`config.mk`:
```
export PLATFORM = sky130hd
export DESIGN_NAME = tap_host_seq
export DESIGN_NICKNAME = d
export VERILOG_FILES = /design/src/rtl/tap_host_pkg.sv /design/src/rtl/tap_tck_gen.sv /design/src/rtl/tap_nav_fsm.sv /design/src/rtl/tap_shift_dp.sv /design/src/rtl/tap_host_seq.sv
export SDC_FILE = /design/constraint.sdc
export NUM_CORES = 1
export LEC_CHECK = 0
export BUFFER_PORTS_ARGS = -buffer_cell sky130_fd_sc_hd__buf_2
export CORE_MARGIN = 1
export CORE_UTILIZATION = 50
export DETAILED_ROUTE_END_ITERATION = 8
export PLACE_DENSITY_LB_ADDON = 0.05
export SLEW_MARGIN = 20
export SYNTH_ARGS = -nofsm -noshare
export SYNTH_HDL_FRONTEND = slang
export SYNTH_HIERARCHICAL = 1
export SYNTH_SLANG_ARGS = --single-unit
```
`constraint.sdc`:
```
create_clock -name clk -period 7.6 [get_ports clk]
set_clock_uncertainty 0.05 [all_clocks]
set_input_delay 0.38 -clock clk [delete_from_list [all_inputs] [get_ports clk]]
set_output_delay 0.38 -clock clk [all_outputs]
set_load 0.005 [all_outputs]
```
`src/rtl/tap_host_pkg.sv`:
```
package tap_host_pkg;
  typedef enum logic [1:0] {
    OP_RESET  = 2'd0,
    OP_IR     = 2'd1,
    OP_DR     = 2'd2,
    OP_DR_ALT = 2'd3
  } tap_op_e;

  typedef enum logic [1:0] {
    NV_IDLE,
    NV_PRE,
    NV_SHIFT,
    NV_POST
  } nav_state_e;

  localparam int unsigned PRE_W = 6;
endpackage

```
`src/rtl/tap_tck_gen.sv`:
```
module tap_tck_gen #(
  parameter int unsigned DIV_W = 16
) (
  input  logic             clk,
  input  logic             rst_n,
  input  logic             run,
  input  logic [DIV_W-1:0] half_div,
  output logic             level,
  output logic             rise,
  output logic             fall
);
  logic [DIV_W-1:0] cnt;
  logic             wrap;

  assign wrap = run && (cnt == half_div);
  assign rise = wrap && !level;
  assign fall = wrap && level;

  always_ff @(posedge clk or negedge rst_n) begin
    if (!rst_n) begin
      cnt   <= '0;
      level <= 1'b0;
    end else if (!run) begin
      cnt   <= '0;
      level <= 1'b0;
    end else if (wrap) begin
      cnt   <= '0;
      level <= ~level;
    end else begin
      cnt <= cnt + 1'b1;
    end
  end
endmodule

```
`src/rtl/tap_nav_fsm.sv`:
```
module tap_nav_fsm
  import tap_host_pkg::*;
#(
  parameter int unsigned LEN_W = 7
) (
  input  logic             clk,
  input  logic             rst_n,
  input  logic             start,
  input  tap_op_e          op,
  input  logic [LEN_W-1:0] len,
  input  logic             rise,
  input  logic             fall,
  output logic             busy,
  output logic             tms,
  output logic             in_shift,
  output logic             shift_rise,
  output logic             shift_fall,
  output logic [LEN_W-1:0] idx,
  output logic             done
);
  localparam logic [LEN_W-1:0] ONE = 1;

  nav_state_e       st;
  logic [PRE_W-1:0] pre_pat;
  logic [2:0]       pre_left;
  logic [LEN_W-1:0] len_q;
  logic             is_reset;
  logic             post_second;
  logic             last_bit;

  assign last_bit   = (idx + ONE) == len_q;
  assign busy       = (st != NV_IDLE);
  assign in_shift   = (st == NV_SHIFT);
  assign shift_rise = in_shift && rise;
  assign shift_fall = in_shift && fall;

  always_comb begin
    case (st)
      NV_PRE:   tms = pre_pat[0];
      NV_SHIFT: tms = last_bit;
      NV_POST:  tms = !post_second;
      default:  tms = 1'b0;
    endcase
  end

  always_ff @(posedge clk or negedge rst_n) begin
    if (!rst_n) begin
      st          <= NV_IDLE;
      pre_pat     <= '0;
      pre_left    <= '0;
      len_q       <= ONE;
      is_reset    <= 1'b0;
      post_second <= 1'b0;
      idx         <= '0;
      done        <= 1'b0;
    end else begin
      done <= 1'b0;
      case (st)
        NV_IDLE: begin
          if (start) begin
            st          <= NV_PRE;
            idx         <= '0;
            len_q       <= len;
            post_second <= 1'b0;
            is_reset    <= (op == OP_RESET);
            case (op)
              OP_RESET: begin pre_pat <= 6'b011111; pre_left <= 3'd6; end
              OP_IR:    begin pre_pat <= 6'b000011; pre_left <= 3'd4; end
              default:  begin pre_pat <= 6'b000001; pre_left <= 3'd3; end
            endcase
          end
        end
        NV_PRE: begin
          if (fall) begin
            pre_pat  <= pre_pat >> 1;
            pre_left <= pre_left - 3'd1;
            if (pre_left == 3'd1) begin
              if (is_reset) begin
                st   <= NV_IDLE;
                done <= 1'b1;
              end else begin
                st <= NV_SHIFT;
              end
            end
          end
        end
        NV_SHIFT: begin
          if (fall) begin
            if (last_bit) st <= NV_POST;
            else          idx <= idx + ONE;
          end
        end
        default: begin
          if (fall) begin
            if (post_second) begin
              st   <= NV_IDLE;
              done <= 1'b1;
            end else begin
              post_second <= 1'b1;
            end
          end
        end
      endcase
    end
  end
endmodule

```
`src/rtl/tap_shift_dp.sv`:
```
module tap_shift_dp #(
  parameter int unsigned MAX_BITS = 64,
  parameter int unsigned LEN_W    = 7
) (
  input  logic                clk,
  input  logic                rst_n,
  input  logic                load,
  input  logic [MAX_BITS-1:0] data_in,
  input  logic                shift_rise,
  input  logic                shift_fall,
  input  logic [LEN_W-1:0]    idx,
  input  logic                tdo,
  output logic                tdi,
  output logic [MAX_BITS-1:0] captured
);
  logic [MAX_BITS-1:0] sh;
  logic                cap_stb;

  assign tdi = sh[0];

  always_ff @(posedge clk or negedge rst_n) begin
    if (!rst_n) begin
      sh      <= '0;
      cap_stb <= 1'b0;
    end else begin
      cap_stb <= shift_rise;
      if (load)            sh <= data_in;
      else if (shift_fall) sh <= sh >> 1;
    end
  end

  for (genvar g = 0; g < MAX_BITS; g++) begin : g_cap
    always_ff @(posedge clk or negedge rst_n) begin
      if (!rst_n)                                       captured[g] <= 1'b0;
      else if (load)                                    captured[g] <= 1'b0;
      else if (cap_stb && (idx == LEN_W'(g)))           captured[g] <= tdo;
    end
  end
endmodule

```
`src/rtl/tap_host_seq.sv`:
```
module tap_host_seq
  import tap_host_pkg::*;
#(
  parameter int unsigned MAX_BITS = 64,
  parameter int unsigned DIV_W    = 16,
  localparam int unsigned LEN_W   = $clog2(MAX_BITS + 1)
) (
  input  logic                clk,
  input  logic                rst_n,
  input  logic                cmd_valid,
  output logic                cmd_ready,
  input  logic [1:0]          cmd_op,
  input  logic [LEN_W-1:0]    cmd_len,
  input  logic [MAX_BITS-1:0] cmd_data,
  input  logic [DIV_W-1:0]    clk_div,
  output logic                rsp_valid,
  output logic [MAX_BITS-1:0] rsp_data,
  output logic                tck,
  output logic                tms,
  output logic                tdi,
  input  logic                tdo
);
  logic             busy, accept;
  logic [LEN_W-1:0] len_c, idx;
  logic [DIV_W-1:0] div_q;
  logic             level, rise, fall;
  logic             tms_c, in_shift, shift_rise, shift_fall, dp_tdi;

  assign cmd_ready = !busy;
  assign accept    = cmd_valid && !busy;

  always_comb begin
    if (cmd_len == '0)                      len_c = LEN_W'(1);
    else if (cmd_len > LEN_W'(MAX_BITS))    len_c = LEN_W'(MAX_BITS);
    else                                    len_c = cmd_len;
  end

  always_ff @(posedge clk or negedge rst_n) begin
    if (!rst_n)      div_q <= '0;
    else if (accept) div_q <= clk_div;
  end

  tap_tck_gen #(.DIV_W(DIV_W)) u_clk (
    .clk(clk), .rst_n(rst_n), .run(busy), .half_div(div_q),
    .level(level), .rise(rise), .fall(fall)
  );

  tap_nav_fsm #(.LEN_W(LEN_W)) u_nav (
    .clk(clk), .rst_n(rst_n), .start(accept), .op(tap_op_e'(cmd_op)),
    .len(len_c), .rise(rise), .fall(fall), .busy(busy), .tms(tms_c),
    .in_shift(in_shift), .shift_rise(shift_rise), .shift_fall(shift_fall),
    .idx(idx), .done(rsp_valid)
  );

  tap_shift_dp #(.MAX_BITS(MAX_BITS), .LEN_W(LEN_W)) u_dp (
    .clk(clk), .rst_n(rst_n), .load(accept), .data_in(cmd_data),
    .shift_rise(shift_rise), .shift_fall(shift_fall), .idx(idx),
    .tdo(tdo), .tdi(dp_tdi), .captured(rsp_data)
  );

  always_ff @(posedge clk or negedge rst_n) begin
    if (!rst_n) begin
      tck <= 1'b0;
      tms <= 1'b0;
      tdi <= 1'b0;
    end else begin
      tck <= level;
      tms <= tms_c;
      tdi <= in_shift && dp_tdi;
    end
  end
endmodule

```
==> impl_metrics.py, run 1 <==
metrics = {
    "pwr": {
        "power_frac_seq": 0.458,
        "power.density_nw_per_um2": 296,
        "p_clk_frac": 0.269,
        "irDropWorstVdd_mv": 0.212,
        "p_leak_nw": 5.39,
        "p_sw_frac": 0.330,
        "internal-power_mw": 2.22,
        "p_sw_mw": 1.09,
        "combPwrFrac": 0.273,
    },
    "placed_design": {
        "gp_congestion": 0.812,
        "dp.cells": 1271,
        "dpl.hpwl_mm": 13.4,
        "io_buffers": 161,
    },
    "finish": {
        "nNetsFinal": 1131,
        "final_cell_count_no_fill": 1303,
        "area_growth_pct": 14.9,
        "antenna_cells": 0,
        "fin_util": 0.594,
        "drive_gt1_frac": 0.234,
        "num-fill-cells": 1652,
    },
    "setup_path": {
        "path_class": "flip-flop to flip-flop",
        "cp_data_required_time_ns": 7.81,
        "crit_fanout": 64,
        "r2r-start": "u_clk/cnt[7]$_DFF_PN0_",
        "cp-start-kind": "flip-flop",
        "end_kind": "flip-flop",
        "arrival_ns": 3.92,
        "crit_start": "u_clk/cnt[7]$_DFF_PN0_",
    },
    "cts": {
        "worstSkewPairLatency_ns": 0.42,
        "root_buffer": "clkbuf_16",
        "h-tree-depth": 4,
        "cts.sinks": 192,
        "hold_buffers": 0,
        "clock_path_buffers": 2,
        "cts-buffers-inserted": 17,
        "cts_tree": "yes",
        "cts.clk_slew.worst_paths_ns": 0.07,
        "post_cts_buffers": 0,
        "cts.repair.resized": 0,
    },
    "flow_run": {
        "drv_cap": 0,
    },
    "logic_synthesis": {
        "synthesis.nets": 1007,
        "netlist_area_sq_um": 9760,
        "syn_inst": 906,
        "synthMostInstantiatedCell": "dfrtp_1",
        "netlist.area_leader.share": 0.490,
        "yosysTopAreaCell": "dfrtp_1",
        "avgSynthCellArea_sq_um": 10.8,
        "async_reset_ff_frac": 1.00,
        "synthTopCellsByCount": "dfrtp_1, mux2i_1, nand2_1",
        "ys_types": 65,
        "ys_top_cells_by_area": "dfrtp_1, mux2i_1, nand2_1",
        "synth-main-ff-cell": "dfrtp_1",
        "synth_edf_count": 0,
        "synth_seq_cells": 192,
        "ys_seq_area_frac": 0.492,
        "ys.warnings.count": 6,
    },
    "worst_hold_path": {
        "hold_class": "input port to async pin",
    },
    "global_route": {
        "grt_pass1_vias": 6650,
        "antenna_found_initial": 0,
        "grt_max_degree": 123,
        "grt_use_total": 0.216,
        "grt-ovfl-total": 0,
        "grt_pass1_wl_mm": 34.2,
    },
    "timing": {
        "finalCritPeriodShare": 0.489,
        "post-route-min-period_ns": 3.72,
        "setup_tns_ns": 0,
        "final_hold_viol_count": 0,
        "setup_viol": 0,
        "finalMaxSlewViolations": 0,
        "max_freq_ghz": 0.269,
        "rsz0062_at_grt": "false",
        "fin_hold_ws_ns": 0.0111,
        "worstMarginPinSlew_ns": 1.06,
        "relSlewSlack": 0.294,
    },
    "routing": {
        "viasPerCell": 5.30,
        "wirelength_mm": 21.2,
        "drtAntennaViolNets": 0,
        "drt-pass1-iter-count": 5,
        "vias": 6901,
        "dr.first_iter.drc_count": 354,
        "drc": 0,
        "wl_per_cell_um": 16.2,
    },
    "floorplan": {
        "die_area_sq_um": 20100,
        "die_w_um": 142,
        "rows": 50,
        "core-area_sq_um": 18900,
        "ios": 162,
        "initial_core_util": 0.517,
        "die_h_um": 142,
    },
    "run_status": {
        "run_status": "completed",
    },
}
[power by group through the flow]
stage | logic, mW | registers [mW] | clock network [mW]
detailed placement | 0.915 | 1.53 | 0
CTS | 0.919 | 1.52 | 0.917
global route | 1.03 | 1.55 | 0.953
finish | 0.906 | 1.52 | 0.894
floorplan | 0.758 | 1.45 | 0
global placement | 0.897 | 1.53 | 0
[per-layer routing]
metal	GRT usage	part of all wire	up-vias
li1	-	-	3382
met1	0.309	0.49	3352
met2	0.331	0.46	151
met3	0.0408	0.042	16
met4	0.0690	0.012	0
met5	0	0	-
[through the flow]
| stage | total power [mW] | area (sq um) | setup slack [ns] |
|---|---|---|---|
| floorplan | 2.21 | 9760 | 4.91 |
| global placement | 2.43 | 10600 | 4.00 |
| detailed placement | 2.45 | 10600 | 3.92 |
| CTS | 3.35 | 11200 | 3.93 |
| global route | 3.54 | 11200 | 3.56 |
| finish | 3.32 | 11200 | 3.88 |
[cell type report]
type / count / area [sq um] / share of cell area
Multi-Input combinational cell: 638 / 4590 / 0.410
Clock inverter: 9 / 108 / 0.00960
Tap cell: 260 / 325 / 0.0290
Clock buffer: 23 / 478 / 0.0426
Timing Repair Buffer: 165 / 845 / 0.0753
Inverter: 16 / 60.1 / 0.00536
Sequential cell: 192 / 4810 / 0.429
[cells by family after synthesis]
logic type               count (synthesis)  share of synthesized area
flip-flops                             192                      0.492
adder cells (fa/ha/maj)                  8                     0.0103
AND/OR/NAND/NOR                        329                      0.190
multiplexers                           152                      0.162
buffers and inverters                   76                     0.0387
XOR/XNOR                                40                     0.0401
AO/OA/AOI/OAI                          109                     0.0660
[critical path: stages (launching register included)]
cell	delay [ns]
dfrtp_1	0.46
xor2_1	0.19
nor4_1	0.45
nand4_1	0.26
nor3_1	0.75
and2_4	0.98
mux2i_1	0.27
o21ai_0	0.11
[worst paths after layout]
check	to	slack [ns]	depth (start not counted)
worst max-delay path	u_dp/sh[40]$_DFFE_PN0P_	3.88	7
worst min-delay path	u_dp/sh[23]$_DFFE_PN0P_	0.01	1
worst max register to register	u_dp/sh[40]$_DFFE_PN0P_	3.88	7
worst min register to register	tck$_DFF_PN0_	0.38	0
max in group asynchronous	u_dp/captured[47]$_DFFE_PN0P_	5.94	2
min in group clk	u_dp/sh[52]$_DFFE_PN0P_	0.11	3
[cells in the final DEF, fill, tap and decap left out, types with 3 or more instances in the layout]
cell type  instances
buf_2            160
dfrtp_1          191
clkinv_2           3
or4_1              5
clkbuf_1           3
and4bb_2           8
clkbuf_16         17
a21oi_1            9
mux2_2            15
inv_1             16
nor4b_4            3
nor4_1            11
buf_4              4
nor2_1            24
nor2b_1            7
a21o_1             3
nand4_1           11
o21ai_0           71
and2b_1            3
nor3_1             7
nand2b_1          71
ha_1               8
nand2_1          123
nand3_1           26
xnor2_1           18
mux2_4             9
o31ai_1            4
o211ai_1           4
and2_1             3
xor2_1            19
clkbuf_8           4
mux2i_1          128
and4b_1            4
[registers in the layout (all words and copies together) (netlist names)]
register / cells
u_dp/sh: 64
u_nav/pre_left: 3
u_nav/done: 1
u_dp/captured: 64
tms: 1
tdi: 1
tck: 1
u_nav/st: 2
u_nav/idx: 7
u_nav/post_second: 1
u_nav/pre_pat: 5
u_dp/cap_stb: 1
u_nav/is_reset: 1
u_clk/cnt: 16
u_nav/len_q: 7
div_q: 16
u_clk/level: 1
No activity file was read; power rests on OpenSTA's default activity.
==> inputs of run 2 (changes only) <==
--- a/config.mk
+++ b/config.mk
@@ -5,6 +5,7 @@
 export SDC_FILE = /design/constraint.sdc
 export NUM_CORES = 1
 export LEC_CHECK = 0
+export ABC_AREA = 1
 export BUFFER_PORTS_ARGS = -buffer_cell sky130_fd_sc_hd__buf_2
 export CORE_MARGIN = 1
 export CORE_UTILIZATION = 50
==> constraint.sdc (replaced) <==
create_clock -name clk -period 3.5 [get_ports clk]
set_clock_uncertainty 0.05 [all_clocks]
set_input_delay 0.175 -clock clk [delete_from_list [all_inputs] [get_ports clk]]
set_output_delay 0.175 -clock clk [all_outputs]
set_load 0.005 [all_outputs]
==> impl_metrics.py, run 2 <==
metrics = {
    "routing": {
        "drt-pass1-iter-count": 5,
        "vias": 9383,
        "drc": 0,
        "viasPerCell": 4.99,
        "wirelength_mm": 25.8,
        "wl_per_cell_um": 13.7,
        "dr.first_iter.drc_count": 629,
        "drtAntennaViolNets": 0,
    },
    "run_status": {
        "run_status": "completed",
    },
    "setup_path": {
        "crit_chain": "inv_1, ha_1, inv_1, inv_2, nand2_4, inv_6, inv_4, buf_12, o21ai_0, o21ai_0, o21ai_0",
        "arrival_ns": 3.10,
        "cpMostUsedCell": "o21ai_0",
        "crit_path_top_delay_cell": "buf_12",
        "max_stage_delay_ns": 0.48,
        "crit_fanout": 179,
        "path_class": "flip-flop to flip-flop",
        "r2r_slack_ns": 0.63,
        "cp_data_required_time_ns": 3.73,
        "cp-start-kind": "flip-flop",
        "end_kind": "flip-flop",
    },
    "pwr": {
        "p_leak_nw": 6.82,
        "irDropWorstVdd_mv": 0.345,
        "power.density_nw_per_um2": 585,
    },
    "global_route": {
        "grt_pass1_vias": 8736,
        "grt_pass1_wl_mm": 41.8,
        "antenna_found_initial": 1,
        "grt_max_degree": 180,
        "grt-ovfl-total": 0,
        "grt_use_total": 0.255,
    },
    "floorplan": {
        "initial_core_util": 0.516,
        "core-area_sq_um": 19700,
        "die_h_um": 144,
        "rows": 51,
        "die_area_sq_um": 20900,
        "ios": 162,
        "die_w_um": 144,
    },
    "finish": {
        "top_regs": "u_dp/captured: 64 flops, u_dp/sh: 64 flops",
        "mostFrequentLayoutCell": "nand2_1",
        "layout_common_cells": "nand2_1, o21ai_0, inv_1",
        "register_area_sq_um": 4810,
        "multi_input_area_sq_um": 4220,
        "nNetsFinal": 1701,
        "area_growth_pct": 23.8,
        "num-fill-cells": 1807,
        "drive_gt1_frac": 0.158,
        "fin_util": 0.639,
    },
    "cts": {
        "hold_buffers": 85,
        "h-tree-depth": 4,
        "cts.repair.resized": 0,
        "cts.clk_slew.worst_paths_ns": 0.07,
        "cts.sinks": 192,
        "worstSkewPairLatency_ns": 0.43,
        "cts-buffers-inserted": 17,
        "post_cts_buffers": 0,
        "cts_tree": "yes",
        "clock_path_buffers": 2,
        "root_buffer": "clkbuf_16",
    },
    "timing": {
        "setup_tns_ns": 0,
        "relSlewSlack": 0.305,
        "max_freq_ghz": 0.349,
        "finalMaxSlewViolations": 0,
        "finalCritPeriodShare": 0.820,
        "post-route-min-period_ns": 2.87,
        "worstMarginPinSlew_ns": 1.04,
        "rsz0062_at_grt": "false",
        "final_hold_viol_count": 0,
        "setup_viol": 0,
    },
    "logic_synthesis": {
        "yosysTopAreaCell": "dfrtp_1",
        "ys.warnings.count": 6,
        "ys_types": 40,
        "synthesis.nets": 1484,
        "synth_seq_cells": 192,
        "synthTopCellsByCount": "nand2_1, o21ai_0, inv_1",
        "synthMostInstantiatedCell": "nand2_1",
        "netlist_area_sq_um": 10100,
        "synth_edf_count": 0,
        "ys_top_cells_by_area": "dfrtp_1, nand2_1, o21ai_0",
        "async_reset_ff_frac": 1.00,
        "ys_seq_area_frac": 0.474,
        "avgSynthCellArea_sq_um": 7.33,
        "netlist.area_leader.share": 0.471,
        "synth-main-ff-cell": "dfrtp_1",
        "syn_inst": 1383,
    },
    "placed_design": {
        "dpl.hpwl_mm": 16.6,
        "gp_congestion": 0.890,
        "io_buffers": 161,
    },
    "flow_run": {
        "drv_cap": 0,
    },
    "worst_hold_path": {
        "hold_class": "input port to flip-flop",
    },
}
==> run 2: changes by cell type after synthesis, sizes merged, moves of 72 or more <==
cell / before / now
o21ai: 71 / 220
inv: 16 / 220
mux2i: 128 / 0
nand2: 124 / 408
nor2: 24 / 132
nand2b: 72 / 0
==> run 2: stage by stage <==
step / std cells / instance area (sq um) / power [mW] / hold WS, ns / setup slack [ns]
floorplan: 1383 / 10100 / 4.76 / -0.171 / 1.16
global placement: 1761 / 11100 / 5.21 / 0.271 / 0.778
detailed placement: 1761 / 11100 / 5.28 / 0.275 / 0.713
CTS: 1878 / 12500 / 7.38 / 0.00276 / 0.678
global route: 1879 / 12600 / 7.89 / 0.0523 / 0.355
finish: 1879 / 12600 / 7.35 / 0.0312 / 0.632
==> run 2: cell type report <==
class | instances | area share
clock inverter | 15 | 0.0141
clock buffer | 17 | 0.0339
inverter | 220 | 0.0666
tap | 265 | 0.0264
timing repair buffer | 254 | 0.139
antenna | 1 | 0.000199
sequential | 192 | 0.383
multi-input combinational | 915 | 0.336
==> run 2: metal layers <==
| layer | up-vias | part of all wire | GRT usage |
|---|---|---|---|
| li1 | 4728 | - | - |
| met4 | 0 | 0.016 | 0.0809 |
| met5 | - | 0 | 0 |
| met2 | 249 | 0.47 | 0.403 |
| met3 | 33 | 0.057 | 0.0470 |
| met1 | 4373 | 0.46 | 0.354 |
==> run 2: logic make-up after synthesis <==
kind of cell,after synthesis,share of synthesized area
AOI/OAI and AO/OA,236,0.119
xor gates and xnor gates,14,0.0121
adders and majority gates,8,0.00987
buffers and inverters,276,0.110
DFF,192,0.474
and+or+nand+nor,657,0.275
==> run 2: worst max-delay path: cells and delay by family (launching register included) <==
family / cells / cell delay, ns
adders and majority gates: 1 / 0.27
DFF: 1 / 0.41
buffers and inverters: 6 / 1.24
and+or+nand+nor: 1 / 0.22
AOI/OAI and AO/OA: 3 / 0.44
==> run 2: final timing paths <==
| path | from | end | depth (start not counted) |
|---|---|---|---|
| max | u_nav/st[0]$_DFFE_PN0P_ | u_dp/sh[14]$_DFFE_PN0P_ | 11 |
| min in group asynchronous | rst_n | div_q[6]$_DFFE_PN0P_ | 2 |
| max in group asynchronous | rst_n | tck$_DFF_PN0_ | 3 |
| min | cmd_data[3] | u_dp/sh[3]$_DFFE_PN0P_ | 3 |
| min reg2reg | u_clk/level$_DFFE_PN0P_ | tck$_DFF_PN0_ | 0 |
| max reg2reg | u_nav/st[0]$_DFFE_PN0P_ | u_dp/sh[14]$_DFFE_PN0P_ | 11 |
==> run 2: report_power, final <==
part / switching, mW / internal [mW] / leakage [nW]
registers: 0.276 / 2.81 / 2.47
logic: 1.50 / 0.759 / 4.06
clock network: 0.919 / 1.08 / 0.295
total: 2.70 / 4.65 / 6.82
==> inputs of run 3 (changes only) <==
==> constraint.sdc (replaced) <==
create_clock -name clk -period 2.8 [get_ports clk]
set_clock_uncertainty 0.05 [all_clocks]
set_input_delay 0.14 -clock clk [delete_from_list [all_inputs] [get_ports clk]]
set_output_delay 0.14 -clock clk [all_outputs]
set_load 0.005 [all_outputs]
==> impl_metrics.py, run 3 (synthesis results as in run 2) <==
metrics = {
    "pwr": {
        "irDropWorstVdd_mv": 0.537,
        "combPwrFrac": 0.308,
        "p_leak_nw": 6.92,
        "power_frac_seq": 0.401,
        "p_total_mw": 9.65,
        "power.density_nw_per_um2": 753,
        "internal-power_mw": 6.28,
        "p_sw_frac": 0.348,
        "p_sw_mw": 3.36,
        "p_clk_frac": 0.291,
    },
    "global_route": {
        "grt-ovfl-total": 0,
        "top_usage_layer": "met2",
        "grt_pass1_wl_mm": 42.2,
        "use_met1": 0.349,
        "use_met3": 0.0421,
        "grt_max_degree": 95,
        "grt_use_total": 0.259,
        "use_met2": 0.424,
        "grt_pass1_vias": 8785,
        "antenna_found_initial": 0,
    },
    "finish": {
        "fin_util": 0.651,
        "final_cell_count_no_fill": 1890,
        "layout_common_cells": "nand2_1, o21ai_0, inv_1",
        "drive_gt1_frac": 0.164,
        "antenna_cells": 0,
        "nNetsFinal": 1713,
        "num-fill-cells": 1695,
        "mostFrequentLayoutCell": "nand2_1",
        "area_growth_pct": 26.3,
        "top_regs": "u_dp/captured: 64 flops, u_dp/sh: 64 flops",
    },
    "routing": {
        "wl_per_cell_um": 13.8,
        "drt-pass1-iter-count": 5,
        "drc": 0,
        "vias": 9352,
        "dr.first_iter.drc_count": 514,
        "wirelength_mm": 26.1,
        "drtAntennaViolNets": 0,
        "viasPerCell": 4.95,
    },
    "cts": {
        "worstSkewPairLatency_ns": 0.43,
        "clock_path_buffers": 2,
        "h-tree-depth": 4,
        "cts_tree": "yes",
        "cts-buffers-inserted": 17,
        "cts.clk_slew.worst_paths_ns": 0.07,
        "root_buffer": "clkbuf_16",
        "cts.sinks": 192,
    },
    "floorplan": {
        "die_w_um": 144,
        "initial_core_util": 0.516,
        "die_h_um": 144,
        "core-area_sq_um": 19700,
        "rows": 51,
        "die_area_sq_um": 20900,
        "ios": 162,
    },
    "timing": {
        "post-route-min-period_ns": 2.65,
        "fin_hold_ws_ns": 0.0172,
        "finalMaxSlewViolations": 0,
        "setup_viol": 0,
        "worstMarginPinSlew_ns": 0.736,
        "max_freq_ghz": 0.378,
        "final_hold_viol_count": 0,
        "worst_slack_ns": 0.155,
        "finalCritPeriodShare": 0.945,
        "relSlewSlack": 0.508,
    },
    "placed_design": {
        "pre_cts_slack_ns": 0.197,
        "io_buffers": 161,
        "gp_congestion": 0.854,
        "dpl.hpwl_mm": 16.6,
        "dp.cells": 1765,
    },
    "setup_path": {
        "arrival_ns": 2.89,
        "crit_path_top_delay_cell": "dfrtp_1",
        "r2r-start": "u_nav/st[0]$_DFFE_PN0P_",
        "cp_data_required_time_ns": 3.04,
        "end_kind": "flip-flop",
        "crit_chain": "inv_1, ha_1, clkinvlp_4, inv_2, nand2_4, inv_6, inv_4, buf_12, o21ai_0, o21ai_0",
        "cpMostUsedCell": "o21ai_0",
        "max_stage_delay_ns": 0.42,
        "crit_start": "u_nav/st[0]$_DFFE_PN0P_",
        "path_class": "flip-flop to flip-flop",
        "crit_fanout": 94,
        "cp-start-kind": "flip-flop",
    },
    "flow_run": {
        "drv_cap": 0,
    },
    "worst_hold_path": {
        "hold_class": "input port to flip-flop",
        "min-delay-start": "cmd_len[3]",
    },
    "run_status": {
        "run_status": "completed",
    },
}
run 3: repair_timing:
item / in CTS / in global routing
hold buffers: 89 / 0
setup endpoints to repair: 0 / 46
endpoints found under the hold margin: 163 / 0
buffers inserted: 0 / 4
resized for setup: 0 / 5
run 3: cell type report:
class                   count  area, sq um  area share
multi-input cells         915         4230       0.331
flip-flops and latches    192         4810       0.375
well taps                 265          332      0.0259
repair buffers            266         1900       0.149
clock buffers              19          453      0.0354
clock inverters            13          231      0.0181
inverters                 220          843      0.0659
run 3: through the flow:
step | setup TNS [ns] | area, sq um
CTS | 0 | 12800
global route | -0.0205 | 12800
floorplan | 0 | 10100
global placement | 0 | 11200
finish | 0 | 12800
detailed placement | 0 | 11200
run 3: routing by layer:
layer,vias to the layer above,routed length [um]
met2,245,12200
li1,4757,-
met3,33,1330
met4,0,455
met1,4317,12100
met5,-,0
run 3: worst paths after layout:
path / slack, ns / end / cells after the start
worst max-delay path: 0.15 / u_dp/sh[41]$_DFFE_PN0P_ / 10
worst min-delay path: 0.02 / u_nav/len_q[3]$_DFFE_PN0P_ / 5
worst max register to register: 0.15 / u_dp/sh[41]$_DFFE_PN0P_ / 10
worst min register to register: 0.37 / tck$_DFF_PN0_ / 0
max in group asynchronous: 1.66 / u_nav/len_q[0]$_DFFE_PN1P_ / 3
min in group asynchronous: 0.25 / div_q[10]$_DFFE_PN0P_ / 2
run 3: power by group through the flow:
stage / clock network, mW / registers (mW) / logic (mW)
finish: 2.81 / 3.87 / 2.97
CTS: 2.86 / 3.86 / 2.88
detailed placement: 0 / 3.91 / 2.75
floorplan: 0 / 3.81 / 2.14
global route: 2.96 / 3.95 / 3.39
global placement: 0 / 3.88 / 2.71
run 3: worst max-delay path: cells and delay by family (launching register included):
kind,cells,cell delay [ns]
adder cells (fa/ha/maj),1,0.34
AO/OA/AOI/OAI,2,0.43
buffers and inverters,6,1.06
flip-flops,1,0.42
AND/OR/NAND/NOR,1,0.16
